File: src/rtl/hs_pkg.sv
package hs_pkg;

    typedef enum logic [1:0] {
        MST_IDLE,
        MST_ADRS,
        MST_GET,
        MST_DONE
    } mst_state_e;

    typedef enum logic [1:0] {
        SLV_START,
        SLV_ADRS,
        SLV_SEND,
        SLV_REL
    } slv_state_e;

    localparam int unsigned WORD_MUL = 37;
    localparam int unsigned WORD_ADD = 11;

    function automatic logic [31:0] mem_word(input int unsigned a);
        return 32'(a * WORD_MUL + WORD_ADD);
    endfunction

endpackage

File: src/rtl/hs_master.sv
module hs_master #(
    parameter int ADDR_W = 4,
    parameter int DATA_W = 8
) (
    input  logic              clk,
    input  logic              rst,
    input  logic              start_i,
    input  logic [ADDR_W-1:0] addr_i,
    output logic [DATA_W-1:0] data_o,
    output logic              done_o,
    output logic              busy_o,
    output logic              req_o,
    output logic              rw_o,
    output logic [ADDR_W-1:0] bus_addr_o,
    input  logic              ack_i,
    input  logic [DATA_W-1:0] bus_data_i
);
    import hs_pkg::*;

    mst_state_e        state_q, state_d;
    logic [ADDR_W-1:0] addr_q;
    logic [DATA_W-1:0] data_q;

    always_comb begin
        state_d = state_q;
        unique case (state_q)
            MST_IDLE: if (start_i) state_d = MST_ADRS;
            MST_ADRS: if (ack_i)   state_d = MST_GET;
            MST_GET:  if (!ack_i)  state_d = MST_DONE;
            MST_DONE: state_d = MST_IDLE;
            default:  state_d = MST_IDLE;
        endcase
    end

    always_ff @(posedge clk) begin
        if (rst) begin
            state_q <= MST_IDLE;
            addr_q  <= '0;
            data_q  <= '0;
        end else begin
            state_q <= state_d;
            if (state_q == MST_IDLE && start_i) addr_q <= addr_i;
            if (state_q == MST_ADRS && ack_i)   data_q <= bus_data_i;
        end
    end

    assign req_o      = (state_q == MST_ADRS) || (state_q == MST_GET);
    assign rw_o       = req_o;
    assign bus_addr_o = addr_q;
    assign done_o     = (state_q == MST_DONE);
    assign busy_o     = (state_q != MST_IDLE);
    assign data_o     = data_q;

endmodule

File: src/rtl/hs_slave.sv
module hs_slave #(
    parameter int ADDR_W   = 4,
    parameter int DATA_W   = 8,
    parameter int WAIT_CYC = 2
) (
    input  logic              clk,
    input  logic              rst,
    input  logic              req_i,
    input  logic              rw_i,
    input  logic [ADDR_W-1:0] addr_i,
    output logic              ack_o,
    output logic [DATA_W-1:0] data_o
);
    import hs_pkg::*;

    localparam int DEPTH = 1 << ADDR_W;
    localparam int CNT_W = $clog2(WAIT_CYC + 2);
    localparam logic [CNT_W-1:0] CNT_LAST = CNT_W'(WAIT_CYC);

    logic [DATA_W-1:0] store [DEPTH];

    for (genvar g = 0; g < DEPTH; g++) begin : g_store
        assign store[g] = DATA_W'(mem_word(g));
    end

    slv_state_e        state_q, state_d;
    logic [CNT_W-1:0]  cnt_q;
    logic [DATA_W-1:0] data_q;

    always_comb begin
        state_d = state_q;
        unique case (state_q)
            SLV_START: if (req_i) state_d = SLV_ADRS;
            SLV_ADRS:  if (cnt_q == CNT_LAST) state_d = SLV_SEND;
            SLV_SEND:  state_d = SLV_REL;
            SLV_REL:   if (!req_i) state_d = SLV_START;
            default:   state_d = SLV_START;
        endcase
    end

    always_ff @(posedge clk) begin
        if (rst) begin
            state_q <= SLV_START;
            cnt_q   <= '0;
            data_q  <= '0;
        end else begin
            state_q <= state_d;
            if (state_q == SLV_ADRS && state_d == SLV_ADRS) cnt_q <= cnt_q + 1'b1;
            else cnt_q <= '0;
            if (state_d == SLV_SEND && rw_i) data_q <= store[addr_i];
        end
    end

    assign ack_o  = (state_q == SLV_SEND);
    assign data_o = ack_o ? data_q : '0;

endmodule

File: src/rtl/hs_read_sys.sv
module hs_read_sys #(
    parameter int ADDR_W   = 4,
    parameter int DATA_W   = 8,
    parameter int WAIT_CYC = 2
) (
    input  logic              clk,
    input  logic              rst,
    input  logic              rd_start,
    input  logic [ADDR_W-1:0] rd_addr,
    output logic [DATA_W-1:0] rd_data,
    output logic              rd_done,
    output logic              rd_busy,
    output logic              bus_req,
    output logic              bus_ack,
    output logic              bus_rw
);
    logic [ADDR_W-1:0] bus_addr;
    logic [DATA_W-1:0] bus_data;

    hs_master #(.ADDR_W(ADDR_W), .DATA_W(DATA_W)) mst_i (
        .clk        (clk),
        .rst        (rst),
        .start_i    (rd_start),
        .addr_i     (rd_addr),
        .data_o     (rd_data),
        .done_o     (rd_done),
        .busy_o     (rd_busy),
        .req_o      (bus_req),
        .rw_o       (bus_rw),
        .bus_addr_o (bus_addr),
        .ack_i      (bus_ack),
        .bus_data_i (bus_data)
    );

    hs_slave #(.ADDR_W(ADDR_W), .DATA_W(DATA_W), .WAIT_CYC(WAIT_CYC)) slv_i (
        .clk    (clk),
        .rst    (rst),
        .req_i  (bus_req),
        .rw_i   (bus_rw),
        .addr_i (bus_addr),
        .ack_o  (bus_ack),
        .data_o (bus_data)
    );

endmodule

File: config.mk
export PLATFORM = sky130hd
export DESIGN_NAME = hs_read_sys
export DESIGN_NICKNAME = d
export VERILOG_FILES = /design/src/rtl/hs_pkg.sv /design/src/rtl/hs_master.sv /design/src/rtl/hs_slave.sv /design/src/rtl/hs_read_sys.sv
export SDC_FILE = /design/constraint.sdc
export NUM_CORES = 1
export LEC_CHECK = 0
export BUFFER_PORTS_ARGS = -buffer_cell sky130_fd_sc_hd__buf_2
export CORE_MARGIN = 1.5
export CORE_UTILIZATION = 55
export CTS_BUF_LIST = sky130_fd_sc_hd__clkbuf_8 sky130_fd_sc_hd__clkbuf_16
export DETAILED_ROUTE_END_ITERATION = 10
export HOLD_SLACK_MARGIN = 0.15
export PLACE_DENSITY_LB_ADDON = 0.1
export SLEW_MARGIN = 25
export SYNTH_ARGS = -nofsm -noshare
export SYNTH_HDL_FRONTEND = slang
export SYNTH_SLANG_ARGS = --single-unit
File: constraint.sdc
create_clock -name clk -period 4.8 [get_ports clk]
set_clock_uncertainty 0.15 [all_clocks]
set_input_delay 0.48 -clock clk [delete_from_list [all_inputs] [get_ports clk]]
set_output_delay 0.48 -clock clk [all_outputs]
set_load 0.005 [all_outputs]
==> results.txt <==
Actual slew at the worst max-slew pin: 533 ps
Setup ws final: 2710 ps
Fmax: 0.477 GHz
Psw: 0.221 mW
Outcome: finished, final reports clean
Total Neg Setup Slack: 0 ps
All-Layer GR Usage: 19.0%
Final Setup Violations: 0
Clock power frac: 22.6%
Post CTS Setup Buffer Count: 0
Row count: 17
Clk slew on worst S/H paths: 90 ps
Worst path required time: 4820 ps
Simple-Gate Fraction of Synth Area: 22.9%
Critical R2R Capture: slv_i.data_q[5]
Worst hold path endpoint: slv_i.cnt_q[0]
CP endpoint kind: flop
Flops & latches, synth: 26
Height of the die: 53.0 µm
# diodes: 0
Num CTS Buffers: 3
Max VDD drop: 298 µV
Multiplexer area fraction after synthesis: 0.727%
Initial antenna violation count: 0
Synth Area in Adders: 10.9%
DRT iter0 DRCs: 6
Dpl hpwl: 1720 µm
DR pass1 iterations: 4
Most frequent cells in the layout: 26 x dfxtp_1, 19 x buf_2, 16 x nand2_1, 13 x a21oi_1
Ys async rst share: 0%
Number of global-route vias before repair: 935
Layout cells sized above 1: 20.5%
Seq/Total Area, Yosys: 37.8%
Worst Path Class, Setup: flop to flop
Main flop type after synthesis: dfxtp_1
Starting Density: 60.0%
Slew headroom: 64.4%
Core area: 2300 µm²
Die span in x: 53.0 µm
Fill cell count: 199
RR Startpoint: mst_i.state_q[0]
Largest net degree at the start of global routing: 29
Clock root buffer: clkbuf_8
Routability cong.: 0.791
Gr ovfl total: 0
Largest family of logic cells by synthesized area: simple AND/OR/NAND/NOR gates
Total number of H-tree levels: 1
Per-cell routed wire length: 12.1 µm
Clk buf depth: 2
Endpoints failing hold: 0
CTS tree: done
EDFF count, synth: 0
Crit path time final: 2090 ps
Clk sink count: 26
Syn nets: 171
Final wirelength: 2360 µm
Post-Syn Area: 1380 µm²
Comb power frac: 34.6%
Worst EP arrival: 2120 ps
Synth Area in Compound Gates: 19.1%
Min-Delay Path Depth: 1
Commonest non-fill, non-tap cell in the layout: dfxtp_1
Post-synthesis xor/xnor area fraction: 0.636%
Syn avg cell area: 9.06 µm²
DRC: 0
Reg-to-reg setup timing slack: 2710 ps
PostCTS Resize Cnt: 0
Synth Warn #: 0
Worst skew pair latency: 270 ps
Cell Int Power: 0.406 mW
CP startpoint kind: flop
Max cap viols: 0
IO Port Bufs: 19
Flop pwr share: 42.8%
Hold crit path type: flop to flop
Crit path max fanout: 11
P_leak: 0.620 nW
Area Growth Syn to Fin: 7.90%
# nets final: 186
Setup WS pre-CTS: 2750 ps
First-pass GRT wire length: 3950 µm
Antenna viol nets, final: 0
Hold_buf cts: 0
Vias per inst: 5.43
Switching Fraction: 35.2%
Vias: 1053
RSZ-0062 raised after global routing: false
Max Slew Vio Count: 0
Post-synthesis cell type count: 37
Min-delay src: slv_i.cnt_q[0]
Die area: 2810 µm²
Period utilisation layout: 43.6%
Reg2Reg Depth: 5
Ports: 20
PwrDens: 422 nW/µm²
Syn Inst Count: 152
-- through the flow --
step / cells / util (%) / hold WS [ps] / instance area [µm²] / power, mW
2_1_floorplan: 152 / - / 249 / 1380 / 0.445
3_3_place_gp: 190 / 62.3 / 257 / 1430 / 0.481
3_5_place_dp: 190 / 62.3 / 266 / 1430 / 0.489
4_1_cts: 194 / 64.7 / 278 / 1490 / 0.628
5_1_grt: 194 / 64.7 / 304 / 1490 / 0.671
6_report: 194 / 64.7 / 282 / 1490 / 0.627
-- worst max-delay path by stage --
stage | startpoint | endpoint | slack [ps] | depth (start not counted)
floorplan | mst_i.bus_addr_o[0] | slv_i.data_q[3] | 3050 | 5
global placement | mst_i.state_q[1] | slv_i.data_q[5] | 2890 | 5
detailed placement | mst_i.state_q[1] | slv_i.data_q[5] | 2750 | 5
CTS | mst_i.state_q[0] | slv_i.data_q[5] | 2690 | 5
global route | mst_i.state_q[1] | slv_i.data_q[5] | 2500 | 5
finish | mst_i.state_q[0] | slv_i.data_q[5] | 2710 | 5
-- routing by layer --
layer	vias up	track usage, %	share of wire, %
li1	556	-	-
met1	472	23.4	50
met2	21	32.5	44
met3	4	3.39	3.6
met4	0	7.69	1.5
met5	-	0	0
-- logic make-up after synthesis --
logic type	Yosys count
buffers and inverters	18
muxes	1
adders and majority gates	12
xor gates and xnor gates	1
AOI/OAI and AO/OA	35
and+or+nand+nor	59
DFF	26
-- critical path, stage by stage, from the launching register on --
cell,delay [ps]
dfxtp_1,370
inv_1,100
ha_1,420
and4b_1,510
nand2b_1,140
o31ai_1,300
-- power by group through the flow --
stage          Sequential (mW)  Combinational [mW]  Clock, mW
2_1_floorplan            0.259               0.186          0
4_1_cts                  0.268               0.218      0.143
3_3_place_gp             0.271               0.210          0
5_1_grt                  0.274               0.244      0.152
3_5_place_dp             0.273               0.216          0
6_report                 0.268               0.217      0.142
-- cell usage after synthesis, drive strengths merged, types with 2 or more instances --
cell type | number | area (µm²)
a211o | 2 | 20.0
buf | 7 | 58.8
and2b | 4 | 32.5
nand2b | 5 | 31.3
o211a | 2 | 20.0
clkbuf | 2 | 17.5
nor4 | 2 | 12.5
nand2 | 16 | 60.1
nor2b | 3 | 18.8
and2 | 2 | 13.8
inv | 9 | 33.8
nor2 | 8 | 32.5
a211oi | 7 | 62.6
o21ai | 3 | 15.0
o31ai | 2 | 15.0
a21oi | 14 | 73.8
a311oi | 2 | 30.0
ha | 12 | 150
nand3 | 12 | 60.1
nand3b | 4 | 30.0
dfxtp | 26 | 521
-- final cells by class --
cell class                 instances  area, µm²  share of cell area [%]
sequential                        26        520                    35.0
multi-input combinational        108        747                    50.3
timing repair buffer              19       95.1                    6.40
tap                               28       35.0                    2.36
clock buffer                       4       55.1                    3.70
inverter                           9       33.8                    2.27
-- state kept, by name, summed over array words and instances (netlist names) --
name and flops:
slv_i.cnt_q 2, mst_i.data_o 8, slv_i.data_q 8, mst_i.state_q 2, slv_i.state_q 2, mst_i.bus_addr_o 4
(Power assumes the default switching activity.)
